File: src/rtl/cfgx_pkg.sv
package cfgx_pkg;
   localparam int REG_W      = 32;
   localparam int REG_ADDR_W = 2;

   // control word field layout
   localparam int CW_START  = 31;
   localparam int CW_WRITE  = 30;
   localparam int SEL_LSB   = 26;
   localparam int SEL_W     = 4;
   localparam int FN_LSB    = 20;
   localparam int FN_W      = 6;
   localparam int RSV_LSB   = 18;
   localparam int SITE_LSB  = 16;
   localparam int SITE_W    = 2;
   localparam int POS_LSB   = 12;
   localparam int POS_W     = 4;
   localparam int DEV_W     = 12;

   localparam logic [REG_W-1:0] CTRL_KEEP =
      ~((REG_W'(1) << CW_START) | (REG_W'(3) << RSV_LSB));

   // register word indices
   localparam logic [REG_ADDR_W-1:0] IDX_DATA = 2'd0;
   localparam logic [REG_ADDR_W-1:0] IDX_CTRL = 2'd1;
   localparam logic [REG_ADDR_W-1:0] IDX_STAT = 2'd2;

   // function codes
   localparam logic [FN_W-1:0] FN_OSC      = 6'd1;
   localparam logic [FN_W-1:0] FN_VOLT     = 6'd2;
   localparam logic [FN_W-1:0] FN_VIDSEL   = 6'd7;
   localparam logic [FN_W-1:0] FN_SHUT     = 6'd8;
   localparam logic [FN_W-1:0] FN_REBOOT   = 6'd9;
   localparam logic [FN_W-1:0] FN_DISPMODE = 6'd11;

   typedef struct packed {
      logic             wr;
      logic [SEL_W-1:0] sel;
      logic [FN_W-1:0]  fn;
      logic [SITE_W-1:0] site;
      logic [POS_W-1:0] pos;
      logic [DEV_W-1:0] dev;
   } cfgx_cmd_t;

   typedef enum logic [2:0] {
      TGT_NONE, TGT_MAIN_OSC, TGT_SEC_OSC, TGT_MAIN_VOLT,
      TGT_SEC_VOLT, TGT_NOP, TGT_SHUT, TGT_REBOOT
   } cfgx_tgt_e;

   function automatic cfgx_cmd_t cmd_fields(input logic [REG_W-1:0] w);
      cfgx_cmd_t c;
      c.wr   = w[CW_WRITE];
      c.sel  = w[SEL_LSB +: SEL_W];
      c.fn   = w[FN_LSB +: FN_W];
      c.site = w[SITE_LSB +: SITE_W];
      c.pos  = w[POS_LSB +: POS_W];
      c.dev  = w[DEV_W-1:0];
      return c;
   endfunction

   function automatic int idx_w(input int n);
      return $clog2(n + 1);
   endfunction
endpackage

File: src/rtl/cfgx_decode.sv
module cfgx_decode
   import cfgx_pkg::*;
#(
   parameter int N_MAIN_OSC  = 6,
   parameter int N_SEC_OSC   = 2,
   parameter int N_SEC_VSENS = 3
) (
   input  cfgx_cmd_t cmd,
   output logic      ok,
   output cfgx_tgt_e tgt
);
   localparam logic [DEV_W-1:0] MAIN_LIM  = DEV_W'(N_MAIN_OSC);
   localparam logic [DEV_W-1:0] SEC_LIM   = DEV_W'(N_SEC_OSC);
   localparam logic [DEV_W-1:0] VSENS_LIM = DEV_W'(N_SEC_VSENS);

   if (N_MAIN_OSC < 1 || N_MAIN_OSC > 4095) begin : g_bad_main
      $error("N_MAIN_OSC out of range");
   end
   if (N_SEC_OSC < 1 || N_SEC_OSC > 4095) begin : g_bad_sec
      $error("N_SEC_OSC out of range");
   end
   if (N_SEC_VSENS < 1 || N_SEC_VSENS > 4095) begin : g_bad_vs
      $error("N_SEC_VSENS out of range");
   end

   logic routed;
   logic main_site;
   logic main_dev0;

   assign routed    = (cmd.sel == '0) && (cmd.pos == '0) && !cmd.site[1];
   assign main_site = (cmd.site == 2'd0);
   assign main_dev0 = main_site && (cmd.dev == '0);

   always_comb begin
      tgt = TGT_NONE;
      if (routed) begin
         case (cmd.fn)
            FN_OSC: begin
               if (main_site && cmd.dev < MAIN_LIM)       tgt = TGT_MAIN_OSC;
               else if (!main_site && cmd.dev < SEC_LIM)  tgt = TGT_SEC_OSC;
            end
            FN_VOLT: begin
               if (!cmd.wr) begin
                  if (main_dev0)                              tgt = TGT_MAIN_VOLT;
                  else if (!main_site && cmd.dev < VSENS_LIM) tgt = TGT_SEC_VOLT;
               end
            end
            FN_VIDSEL, FN_DISPMODE: if (cmd.wr && main_dev0) tgt = TGT_NOP;
            FN_SHUT:                if (cmd.wr && main_dev0) tgt = TGT_SHUT;
            FN_REBOOT:              if (cmd.wr && main_dev0) tgt = TGT_REBOOT;
            default:                tgt = TGT_NONE;
         endcase
      end
   end

   assign ok = (tgt != TGT_NONE);
endmodule

File: src/rtl/cfgx_osc_table.sv
module cfgx_osc_table
   import cfgx_pkg::*;
#(
   parameter int ENTRIES = 6,
   parameter int DW      = 32,
   parameter logic [ENTRIES*DW-1:0] INIT = '0,
   localparam int IW = idx_w(ENTRIES)
) (
   input  logic          clk,
   input  logic          rst_n,
   input  logic          wr_en,
   input  logic [IW-1:0] idx,
   input  logic [DW-1:0] wr_data,
   output logic [DW-1:0] rd_data
);
   logic [DW-1:0] ent [ENTRIES];

   for (genvar g = 0; g < ENTRIES; g++) begin : g_ent
      always_ff @(posedge clk or negedge rst_n) begin
         if (!rst_n)                          ent[g] <= INIT[g*DW +: DW];
         else if (wr_en && idx == IW'(g))     ent[g] <= wr_data;
      end

      // an entry moves only when it is the addressed write target
      a_r9_entry_hold: assert property (@(posedge clk) disable iff (!rst_n)
         !(wr_en && idx == IW'(g)) |=> $stable(ent[g]));
   end

   always_comb begin
      rd_data = '0;
      for (int i = 0; i < ENTRIES; i++)
         if (idx == IW'(i)) rd_data = ent[i];
   end
endmodule

File: src/rtl/cfgx_ctrl.sv
module cfgx_ctrl
   import cfgx_pkg::*;
#(
   parameter bit PRESENT     = 1'b1,
   parameter int N_MAIN_OSC  = 6,
   parameter int N_SEC_OSC   = 2,
   parameter int N_SEC_VSENS = 3,
   parameter logic [N_SEC_OSC*REG_W-1:0]   SEC_OSC_INIT = {32'd33000000, 32'd25000000},
   parameter logic [N_SEC_VSENS*REG_W-1:0] SEC_VOLT     = {32'd1800000, 32'd1000000, 32'd900000},
   parameter logic [REG_W-1:0]             MAIN_VOLT    = 32'd3300000
) (
   input  logic                  clk,
   input  logic                  rst_n,
   input  logic                  req_valid,
   input  logic                  req_write,
   input  logic [REG_ADDR_W-1:0] req_addr,
   input  logic [REG_W-1:0]      req_wdata,
   output logic [REG_W-1:0]      rsp_rdata,
   output logic                  rsp_err,
   output logic                  shutdown_pulse,
   output logic                  reboot_pulse
);
   localparam int MIW = idx_w(N_MAIN_OSC);
   localparam int SIW = idx_w(N_SEC_OSC);

   function automatic logic [N_MAIN_OSC*REG_W-1:0] main_init();
      logic [N_MAIN_OSC*REG_W-1:0] v;
      for (int i = 0; i < N_MAIN_OSC; i++) begin
         if (i == 0)      v[i*REG_W +: REG_W] = 32'd50000000;
         else if (i == 1) v[i*REG_W +: REG_W] = 32'd23750000;
         else             v[i*REG_W +: REG_W] = 32'd24000000;
      end
      return v;
   endfunction

   localparam logic [N_MAIN_OSC*REG_W-1:0] MAIN_INIT = main_init();

   if (PRESENT) begin : g_live
      logic [REG_W-1:0] data_q, ctrl_q;
      logic [1:0]       stat_q;
      logic             shut_q, reb_q;
      logic             acc_wr, wr_data_w, wr_ctrl_w, wr_stat_w, fire;
      cfgx_cmd_t        cmd;
      logic             ok;
      cfgx_tgt_e        tgt;
      logic [REG_W-1:0] main_rd, sec_rd, volt_rd, result;

      assign acc_wr    = req_valid && req_write;
      assign wr_data_w = acc_wr && req_addr == IDX_DATA;
      assign wr_ctrl_w = acc_wr && req_addr == IDX_CTRL;
      assign wr_stat_w = acc_wr && req_addr == IDX_STAT;
      assign fire      = wr_ctrl_w && req_wdata[CW_START];
      assign cmd       = cmd_fields(req_wdata);

      cfgx_decode #(
         .N_MAIN_OSC (N_MAIN_OSC),
         .N_SEC_OSC  (N_SEC_OSC),
         .N_SEC_VSENS(N_SEC_VSENS)
      ) u_dec (
         .cmd(cmd),
         .ok (ok),
         .tgt(tgt)
      );

      cfgx_osc_table #(.ENTRIES(N_MAIN_OSC), .DW(REG_W), .INIT(MAIN_INIT)) u_main (
         .clk    (clk),
         .rst_n  (rst_n),
         .wr_en  (fire && cmd.wr && tgt == TGT_MAIN_OSC),
         .idx    (cmd.dev[MIW-1:0]),
         .wr_data(data_q),
         .rd_data(main_rd)
      );

      cfgx_osc_table #(.ENTRIES(N_SEC_OSC), .DW(REG_W), .INIT(SEC_OSC_INIT)) u_sec (
         .clk    (clk),
         .rst_n  (rst_n),
         .wr_en  (fire && cmd.wr && tgt == TGT_SEC_OSC),
         .idx    (cmd.dev[SIW-1:0]),
         .wr_data(data_q),
         .rd_data(sec_rd)
      );

      always_comb begin
         volt_rd = '0;
         for (int i = 0; i < N_SEC_VSENS; i++)
            if (cmd.dev == DEV_W'(i)) volt_rd = SEC_VOLT[i*REG_W +: REG_W];
      end

      always_comb begin
         case (tgt)
            TGT_MAIN_OSC:  result = main_rd;
            TGT_SEC_OSC:   result = sec_rd;
            TGT_MAIN_VOLT: result = MAIN_VOLT;
            TGT_SEC_VOLT:  result = volt_rd;
            default:       result = '0;
         endcase
      end

      always_ff @(posedge clk or negedge rst_n) begin
         if (!rst_n) begin
            data_q <= '0;
            ctrl_q <= '0;
            stat_q <= '0;
            shut_q <= 1'b0;
            reb_q  <= 1'b0;
         end else begin
            if (wr_data_w)                  data_q <= req_wdata;
            else if (fire && !cmd.wr && ok) data_q <= result;
            if (wr_ctrl_w)                  ctrl_q <= req_wdata & CTRL_KEEP;
            if (wr_stat_w)                  stat_q <= req_wdata[1:0];
            else if (fire)                  stat_q <= {!ok, 1'b1};
            shut_q <= fire && tgt == TGT_SHUT;
            reb_q  <= fire && tgt == TGT_REBOOT;
         end
      end

      always_comb begin
         rsp_rdata = '0;
         if (req_valid && !req_write) begin
            case (req_addr)
               IDX_DATA: rsp_rdata = data_q;
               IDX_CTRL: rsp_rdata = ctrl_q;
               IDX_STAT: rsp_rdata = {{(REG_W-2){1'b0}}, stat_q};
               default:  rsp_rdata = '0;
            endcase
         end
      end

      assign rsp_err        = req_valid && req_addr == 2'd3;
      assign shutdown_pulse = shut_q;
      assign reboot_pulse   = reb_q;

      // every started command reports done
      a_r4_start_done: assert property (@(posedge clk) disable iff (!rst_n)
         (req_valid && req_write && req_addr == IDX_CTRL && req_wdata[31]) |=> stat_q[0]);

      // bad select, position or site always reports error
      a_r5_bad_route: assert property (@(posedge clk) disable iff (!rst_n)
         (req_valid && req_write && req_addr == IDX_CTRL && req_wdata[31] &&
          (req_wdata[29:26] != 4'd0 || req_wdata[15:12] != 4'd0 || req_wdata[17]))
         |=> stat_q[1]);

      // start and reserved bits never stored, other fields kept
      a_r3_ctrl_fields: assert property (@(posedge clk) disable iff (!rst_n)
         (req_valid && req_write && req_addr == IDX_CTRL) |=>
         (ctrl_q[31] == 1'b0 && ctrl_q[19:18] == 2'b00 &&
          ctrl_q[30:20] == $past(req_wdata[30:20]) &&
          ctrl_q[17:0] == $past(req_wdata[17:0])));

      // status write keeps two bits
      a_r10_stat_two_bits: assert property (@(posedge clk) disable iff (!rst_n)
         (req_valid && req_write && req_addr == IDX_STAT) |=>
         (rsp_rdata == '0 || req_addr != IDX_STAT || !req_valid || req_write ||
          rsp_rdata[REG_W-1:2] == '0));

      // a shutdown pulse follows an accepted shutdown write
      a_r8_shut_cause: assert property (@(posedge clk) disable iff (!rst_n)
         shutdown_pulse |-> $past(req_valid && req_write && req_addr == IDX_CTRL &&
                                  req_wdata[31:30] == 2'b11 && req_wdata[25:20] == 6'd8));

      // a reboot pulse follows an accepted reboot write
      a_r8_reboot_cause: assert property (@(posedge clk) disable iff (!rst_n)
         reboot_pulse |-> $past(req_valid && req_write && req_addr == IDX_CTRL &&
                                req_wdata[31:30] == 2'b11 && req_wdata[25:20] == 6'd9));

      // the two requests never coincide
      a_r11_exclusive: assert property (@(posedge clk) disable iff (!rst_n)
         $onehot0({shutdown_pulse, reboot_pulse}));
   end else begin : g_absent
      assign rsp_rdata      = '0;
      assign rsp_err        = req_valid;
      assign shutdown_pulse = 1'b0;
      assign reboot_pulse   = 1'b0;
   end
endmodule

File: config.mk
export PLATFORM = sky130hd
export DESIGN_NAME = cfgx_ctrl
export DESIGN_NICKNAME = d
export VERILOG_FILES = /design/src/rtl/cfgx_pkg.sv /design/src/rtl/cfgx_decode.sv /design/src/rtl/cfgx_osc_table.sv /design/src/rtl/cfgx_ctrl.sv
export SDC_FILE = /design/constraint.sdc
export NUM_CORES = 1
export LEC_CHECK = 0
export BUFFER_PORTS_ARGS = -buffer_cell sky130_fd_sc_hd__buf_2
export CORE_ASPECT_RATIO = 0.6
export CORE_MARGIN = 2
export CORE_UTILIZATION = 26
export CTS_CLUSTER_SIZE = 24
export DETAILED_ROUTE_END_ITERATION = 8
export HOLD_SLACK_MARGIN = 0.15
export MAX_ROUTING_LAYER = met4
export SYNTH_ARGS = -nofsm -noshare
export SYNTH_HDL_FRONTEND = slang
export SYNTH_SLANG_ARGS = --single-unit
File: constraint.sdc
create_clock -name clk -period 1.4 [get_ports clk]
set_input_delay 0.28 -clock clk [delete_from_list [all_inputs] [get_ports clk]]
set_output_delay 0.28 -clock clk [all_outputs]
set_load 0.1 [all_outputs]
==> results of run 1 <==
==> repair_timing <==
item                       CTS  global route
setup buffers               41            19
cloned                      17             7
pin swaps                   30            49
hold buffers                26             1
gates resized for setup    256           120
setup endpoints to repair  326           326
hold endpoints to repair   291             2
==> sequential cells by signal, indices dropped and copies added, names as in the netlist <==
name / count
g_live.u_sec.ent: 64
g_live.data_q: 32
reboot_pulse: 1
g_live.u_main.ent: 192
g_live.stat_q: 2
g_live.ctrl_q: 29
shutdown_pulse: 1
==> layer usage <==
metal	GRT usage	wire length, um	up-vias
met5	-	0	-
met4	0.0255	1000	0
met3	0.0520	4920	78
met2	0.244	23700	400
met1	0.258	27300	6322
li1	-	-	5037
==> final cells by class <==
class	instances	area (sq um)	share of cell area
timing repair buffer	400	4720	0.199
multi-input combinational	724	8660	0.365
tap	828	1040	0.0437
antenna	2	5.00	0.000211
clock buffer	46	901	0.0380
clock inverter	10	116	0.00491
inverter	31	116	0.00491
sequential	321	8140	0.344
==> path summary, 6_finish.rpt <==
check	startpoint	end	slack (ps)	cells past startpoint
min reg2reg	g_live.stat_q[0]$_DFFE_PN0P_	g_live.stat_q[0]$_DFFE_PN0P_	490	1
max	req_wdata[30]	g_live.u_main.ent[121]$_DFFE_PN0P_	-760	10
max in group asynchronous	rst_n	g_live.u_main.ent[145]$_DFFE_PN1P_	500	3
min	req_wdata[3]	g_live.data_q[3]$_DFFE_PN0P_	160	4
min in group asynchronous	rst_n	g_live.u_main.ent[34]$_DFFE_PN0P_	180	2
max reg2reg	g_live.u_main.ent[137]$_DFFE_PN0P_	g_live.data_q[9]$_DFFE_PN0P_	-340	7
==> cell families (layout without fill, tap and decap cells) <==
kind of cell / after synthesis / after routing / share of synthesized area
mux: 408 / 408 / 0.324
flops: 321 / 321 / 0.509
compound gates: 168 / 168 / 0.0720
buf+inv: 147 / 487 / 0.0410
simple gates: 145 / 146 / 0.0533
xor+xnor: 2 / 2 / 0.00110
other cells: 0 / 2 / 0
==> per-stage QoR <==
step                      area (sq um)  hold slack [ps]  setup slack, ps
after detailed placement         20000              203            -1510
final                            23700              163             -760
after global placement           20000              201            -1460
after global routing             23700              172             -799
after floorplan                  16700            -15.6            -1130
after CTS                        23000              150             -713
==> cell usage after synthesis, types with 3 or more instances <==
library cell	number	area [sq um]
nor3_1	8	40.0
o21ai_0	32	160
a221oi_1	5	43.8
nand2_1	23	86.3
inv_1	31	116
mux2_1	11	124
mux2_2	216	2430
mux4_2	31	698
buf_6	9	101
clkbuf_1	42	158
mux2i_1	66	661
buf_2	26	130
nand2b_1	4	25.0
dfstp_2	88	2310
dfrtp_1	233	5830
a22oi_1	48	360
nand3_1	6	30.0
a222oi_1	3	30.0
nor2_1	47	176
or4_1	5	37.5
or2_2	6	37.5
nor4_2	5	62.6
o22ai_1	31	194
nor3b_1	3	22.5
mux2_4	84	1260
o21ai_1	8	40.0
nor4_1	5	31.3
a31oi_1	3	18.8
and3_1	5	31.3
nand4_1	5	31.3
a32oi_1	3	26.3
a211oi_1	5	37.5
buf_1	38	143
a21oi_1	7	35.0
nand4b_1	3	26.3
==> critical path: stages <==
cell	delay (ps)
buf_2	130
buf_6	140
and3b_1	180
o211ai_1	360
and2_4	230
nand2_2	80
buf_6	150
or4_4	550
buf_12	200
mux2_4	310
==> power by group through the flow <==
stage | Clock [mW] | Combinational, mW | Sequential, mW
after floorplan | 0 | 1.87 | 9.94
after global placement | 0 | 3.29 | 10.0
after global routing | 9.08 | 4.03 | 9.97
final | 8.57 | 3.80 | 9.93
after CTS | 8.67 | 3.62 | 9.90
after detailed placement | 0 | 3.34 | 10.1
==> results by stage, run 1 <==
Timing:
- The worst path setup slack after routing is -760 ps.
- Setup repair after global routing could not meet its margin everywhere.
- The worst pin sits at a relative slew slack of 0.651.
- The post-route minimum period is 2160 ps.
- Static timing analysis puts the maximum clock frequency at 0.463 GHz.
- The setup skew after layout is 30.0 ps.
- Summed over all failing endpoints, the final setup total negative slack is -202610 ps.
- The count of endpoints failing setup in the final report is 325.
- The max-slew violation total from the final report came to 0.
- Of the available clock period, the critical path in the final layout requires 1.54.
- The number of hold-slack violations in the final timing report came to 0.
- At the pin with the least slew margin, the transition time is 524 ps.

Placement:
- The HPWL after detailed placement is 33900 um.
- In this run, placement finished with an instance count of 2207.
- The placer's final routability congestion estimate is 0.915.
- The port buffer count is 72.

Global routing:
- Entering global routing, the biggest net connects 48 pins.
- The number of antenna violations at the first check in global routing is 3.
- The total global routing overflow is 0.
- The global-route usage over all layers is 0.177.
- The first-pass GRT wire length is 82000 um.
- The number of global-route vias before repair is 12.4k.

Die:
- The initialized floorplan defines 70 standard-cell rows.
- The number of top-level pins is 73.
- From bottom edge to top edge, the die measures 196 um.
- The core region area is 0.0609 sq mm.
- The starting utilization of the core area is 0.263.
- Measured along the x axis, the die boundary spans 324 um.
- The floorplan step defined a die boundary enclosing 0.0636 sq mm.

Yosys:
- For this run, asynchronously set or reset flops after synthesis account for 1.00.
- After synthesis the cells add up to 0.0160 sq mm.
- Counting distinct cell types in the post-synthesis netlist gives 71.
- The number of enable flip-flop cells after synthesis is 0.
- The total of warnings raised by yosys is 0.
- The mean cell area of the mapped netlist is 13.4 sq um.
- The part of the Yosys area used for sequential elements is 0.509.
- The number of nets produced by synthesis is 1229.
- The post-synthesis instance total is 1191.
- The prevailing post-synth register cell is dfrtp_1.
- Counting flops and latches in the post-synthesis netlist gives 321.

Worst setup path:
- The kind of start point of the critical path is an input pin.
- In this run the worst path has a maximum fanout of 12.
- At the worst endpoint, the required time is 1860 ps.
- The type of the worst setup path is in -> reg.
- The critical path endpoint category is a register.
- The data arrival at the endpoint of the critical path is 2620 ps.

Drt:
- For this block, the routed nets add up to 57000 um of wire.
- Using the TritonRoute via totals, the vias-per-cell ratio works out to 5.01.
- The detailed-route via count is 11.8k.
- The detailed router finished its first iteration with 954 violations.
- The count of nets left with antenna violations once routing finished came out at 0.
- The post-detailed-route DRC marker count is 0.
- The first-pass iteration count of the detailed router is 8.
- The average wire length per cell after detail routing is 24.1 um.

Pwr:
- The fraction of power consumed by the clock network is 0.384.
- The part of the total power dissipated in combinational logic is 0.170.
- The share of total power dissipated in sequential elements is 0.445.
- The static leakage is 10.5 nW.
- The internal power summed over all cells is 16.1 mW.
- The completed layout was analyzed and its total power is 22.3 mW.
- The maximum vdd ir drop is 0.000783 V.
- The analysis attributes to net switching a power of 6.23 mW.
- Power spread over the standard cell area amounts to 941 mW/mm^2.
- Of the total power, the share spent switching nets is 0.279.

Finish:
- The commonest non-fill, non-tap cell in the layout is dfrtp_1.
- The fraction of layout instances using a drive strength above 1 is 0.666.
- The number of nets in the layout is 1546.
- The number of fillers in the final layout is 5544.
- From synthesis to final layout, the design area changed by 48.2%.
- The utilization after layout is 0.389.
- The finished layout holds 2362 standard cells, fillers aside.
- Leaving out fill and tap cells, the most frequent cells in the layout are dfrtp_1 (232), mux2_4 (186), buf_4 (186).

Clocking:
- The number of CTS-inserted buffers is 30.
- The number of clock sinks is 321.
- Clock tree synthesis selected as its root buffer the cell clkbuf_16.
- Clock-pin slew was measured on the worst setup and hold paths at 70 ps.
- No sink is reached through more buffers than the 3 on the longest clock path.
- The later-pin clock latency in the skew report is 600 ps.
- TritonCTS built the clock tree.
- In this run the number of H-tree levels came out at 1.

Run:
- Max-cap violations in this run came to 0.

Status:
- The run finished, with violations left.
- The checks that failed: setup timing.

Worst hold path:
- The path class of the tightest hold or removal check is in -> reg.
Note: power is estimated with default switching activity, not from simulation.
==> run 2: changes to the inputs <==
Settings changed: CORE_ASPECT_RATIO 0.6 to 1.75.
==> results by stage, run 2 (same netlist as run 1, synthesis figures left out) <==
Finish:
- Summing all multi-input logic gate instances after layout gives 0.00857 sq mm.
- The top register by number of flip-flops is g_live.u_main.ent.
- The number of nets in the layout is 1546.
- After filler insertion, the fill cell instance count of the layout stands at 5757.
- Of the cells placed in the final design, the portion with a size suffix greater than 1 is 0.654.
- The synthesis-to-layout area growth is 46.2%.
- The sequential cell area in the final layout is 0.00814 sq mm.
- The largest registers in the layout are g_live.u_main.ent: 192 flops, g_live.u_sec.ent: 64 flops, g_live.data_q: 32 flops.
- After the flow finishes, the layout carries non-filler instances totaling 2325.
- The flip-flop count of the largest register, all copies and words added is 192.
- The commonest non-fill, non-tap cell in the layout is dfrtp_1.
- In the layout the commonest cells are dfrtp_1 (233), buf_4 (200), mux2_4 (186).

Worst setup path:
- The worst setup path is launched from an input pin.
- Along the worst path, the maximum fanout reaches 24.
- The largest single stage delay on the critical path is 570 ps.
- The required time of the worst setup path is 1850 ps.
- On the critical path, the stage with the largest delay is an instance of or4_4.
- The type of the worst setup path is in -> reg.
- At the worst endpoint, the arrival time is 2560 ps.
- The worst setup path is captured at a register.
- The critical path goes through buf_8 -> nor4b_4 -> nand2b_1 -> a311oi_4 -> nand2_2 -> or4_4 -> buf_12 -> mux2_4.

Clocking:
- The maximum clock path buffer count is 3.
- TritonCTS built the clock tree.
- The clock slew seen by the registers of the worst setup and hold paths is 70 ps.
- The later-pin clock latency in the skew report is 580 ps.
- For this design, the sink count on the clock tree is 321.
- CTS built an H-tree with a depth of 1.
- In this run the clock root is driven by a clkbuf_16.
- The number of CTS-inserted buffers is 29.

Die:
- The horizontal extent of the die is 191 um.
- During I/O placement, the number of pins put on the boundary was 73.
- After floorplanning, the core was divided into 120 placement rows.
- The die covers 0.0636 sq mm.
- The core region is 0.0610 sq mm.
- The chip height is 332 um.
- The starting utilization of the core area is 0.262.

Timing:
- The post-route minimum period is 2110 ps.
- The max-slew violation total from the final report is 0.
- Across the routed clock network, the largest skew measured is 23.5 ps.
- The count of endpoints failing setup in the final report is 325.
- Of the available clock period, the critical path in the final layout requires 1.51.
- Setup repair after global routing could not meet its margin everywhere.
- The worst path setup slack after routing is -709 ps.
- The pin slew with the least headroom to its limit is 552 ps.
- The remaining max-slew budget at the tightest pin is 0.632.
- The fmax is 0.474 GHz.
- The number of hold-slack violations in the final timing report was 0.

Pwr:
- Across the VDD grid, the largest voltage drop is 0.000621 V.
- For this design the static power due to leakage is 10.5 nW.
- Summing internal, switching and leakage power gives 21.6 mW.
- Dividing total power by cell area gives a power density of 925 mW/mm^2.

Global routing:
- Entering global routing, the biggest net connects 77 pins.
- The number of global-route vias before repair came to 12.7k.
- The number of antenna violations at the first check in global routing was 2.
- The first global-routing pass estimated 82800 um of wire.
- For this run, the total global-route usage over all layers was measured as 0.178.
- Summed over all layers, the global routing overflow is 0.

Status:
- The run finished, with violations left.
- The final reports fail on setup timing.

Placement:
- The HPWL after detailed placement is 34900 um.
- In this run the tool buffered the top-level ports with 72 buffer cells.
- The cell count after placement is 2163.
- At the end of routability-driven placement, the weighted congestion stood at 0.948.

Drt:
- The first detailed-routing pass took 7 iterations.
- In the final routed layout, each cell accounts on average for 24.6 um.
- The detailed-route via count is 11.7k.
- The detail route stage leaves a number of antenna-violating nets equal to 0.
- Summed over all layers, the routed wires come to 57300 um.
- The post-detailed-route DRC marker count is 0.
- The detail-routed via count per cell is 5.02.
- The number of violations reported at the end of detailed-routing iteration 0 is 724.

Worst hold path:
- The worst min-delay path class is in -> reg.

Run:
- The total of max-cap violations is 0.
run 2: changes by cell type in the layout (fill, tap and decap cells not counted), moves of 3 or more:
cell / delta
a22oi_1: +21
a22oi_2: -21
buf_4: +14
buf_12: -10
o21ai_2: +10
o21ai_1: -9
buf_6: -5
clkbuf_8: -5
clkbuf_16: +4
buf_16: -3
mux2i_1: +3
nand2_1: +3
nand3_2: +3
nor2_1: +3
run 2: stage by stage:
stage               hold slack, ps  setup WS [ps]   util  area [sq um]  setup TNS, ps
finish                         158           -709  0.384         23400        -186100
global route                   167           -742  0.384         23400        -201000
global placement               115          -1380  0.326         19900        -400820
detailed placement             114          -1400  0.326         19900        -402580
CTS                            160           -629  0.369         22500        -164990
floorplan                    -15.6          -1130      -         16700        -308520
run 2: per-layer routing:
metal | wire (um) | part of all wire | vias up | global-route usage
met5 | 0 | 0 | - | -
met4 | 4530 | 0.079 | 0 | 0.0939
met3 | 2490 | 0.043 | 180 | 0.0175
met2 | 29700 | 0.52 | 373 | 0.315
met1 | 20500 | 0.36 | 6098 | 0.194
li1 | - | - | 5015 | -
run 2: repair_timing:
| action | CTS | global route |
|---|---|---|
| pin swaps | 37 | 59 |
| endpoints found under the hold margin | 318 | 0 |
| setup buffers | 31 | 29 |
| gates cloned | 14 | 13 |
| hold buffers | 26 | 0 |
| gates resized for setup | 211 | 121 |
| setup endpoints to repair | 326 | 325 |
run 2: area by class of cell:
class,instances,share of cell area
clock inverters,10,0.00369
diodes,2,0.000214
clock buffers,43,0.0359
multi-input cells,724,0.366
inverters,31,0.00497
flip-flops and latches,321,0.348
well taps,793,0.0424
repair buffers,401,0.198
run 2: where the power goes:
group	switching, mW	internal [mW]	leakage, nW
clock network	3.74	4.34	0.447
registers	0.245	9.68	3.99
logic	2.12	1.53	6.08
run 2: critical path: cells and delay by family:
kind | cells | cell delay, ps
and+or+nand+nor | 4 | 1230
AOI/OAI and AO/OA | 1 | 370
buffers and inverters | 2 | 340
muxes | 1 | 320
run 2: worst paths after layout:
kind	from	to	slack [ps]	cells past startpoint
max	req_wdata[30]	g_live.u_main.ent[100]$_DFFE_PN0P_	-710	8
max reg2reg	g_live.u_main.ent[137]$_DFFE_PN0P_	g_live.data_q[9]$_DFFE_PN0P_	-400	8
min	req_wdata[30]	g_live.data_q[30]$_DFFE_PN0P_	160	4
min reg2reg	g_live.u_sec.ent[5]$_DFFE_PN0P_	g_live.u_sec.ent[5]$_DFFE_PN0P_	500	1
max in group asynchronous	rst_n	g_live.u_main.ent[2]$_DFFE_PN0P_	440	3
min in group asynchronous	rst_n	g_live.u_sec.ent[38]$_DFFE_PN1P_	310	2
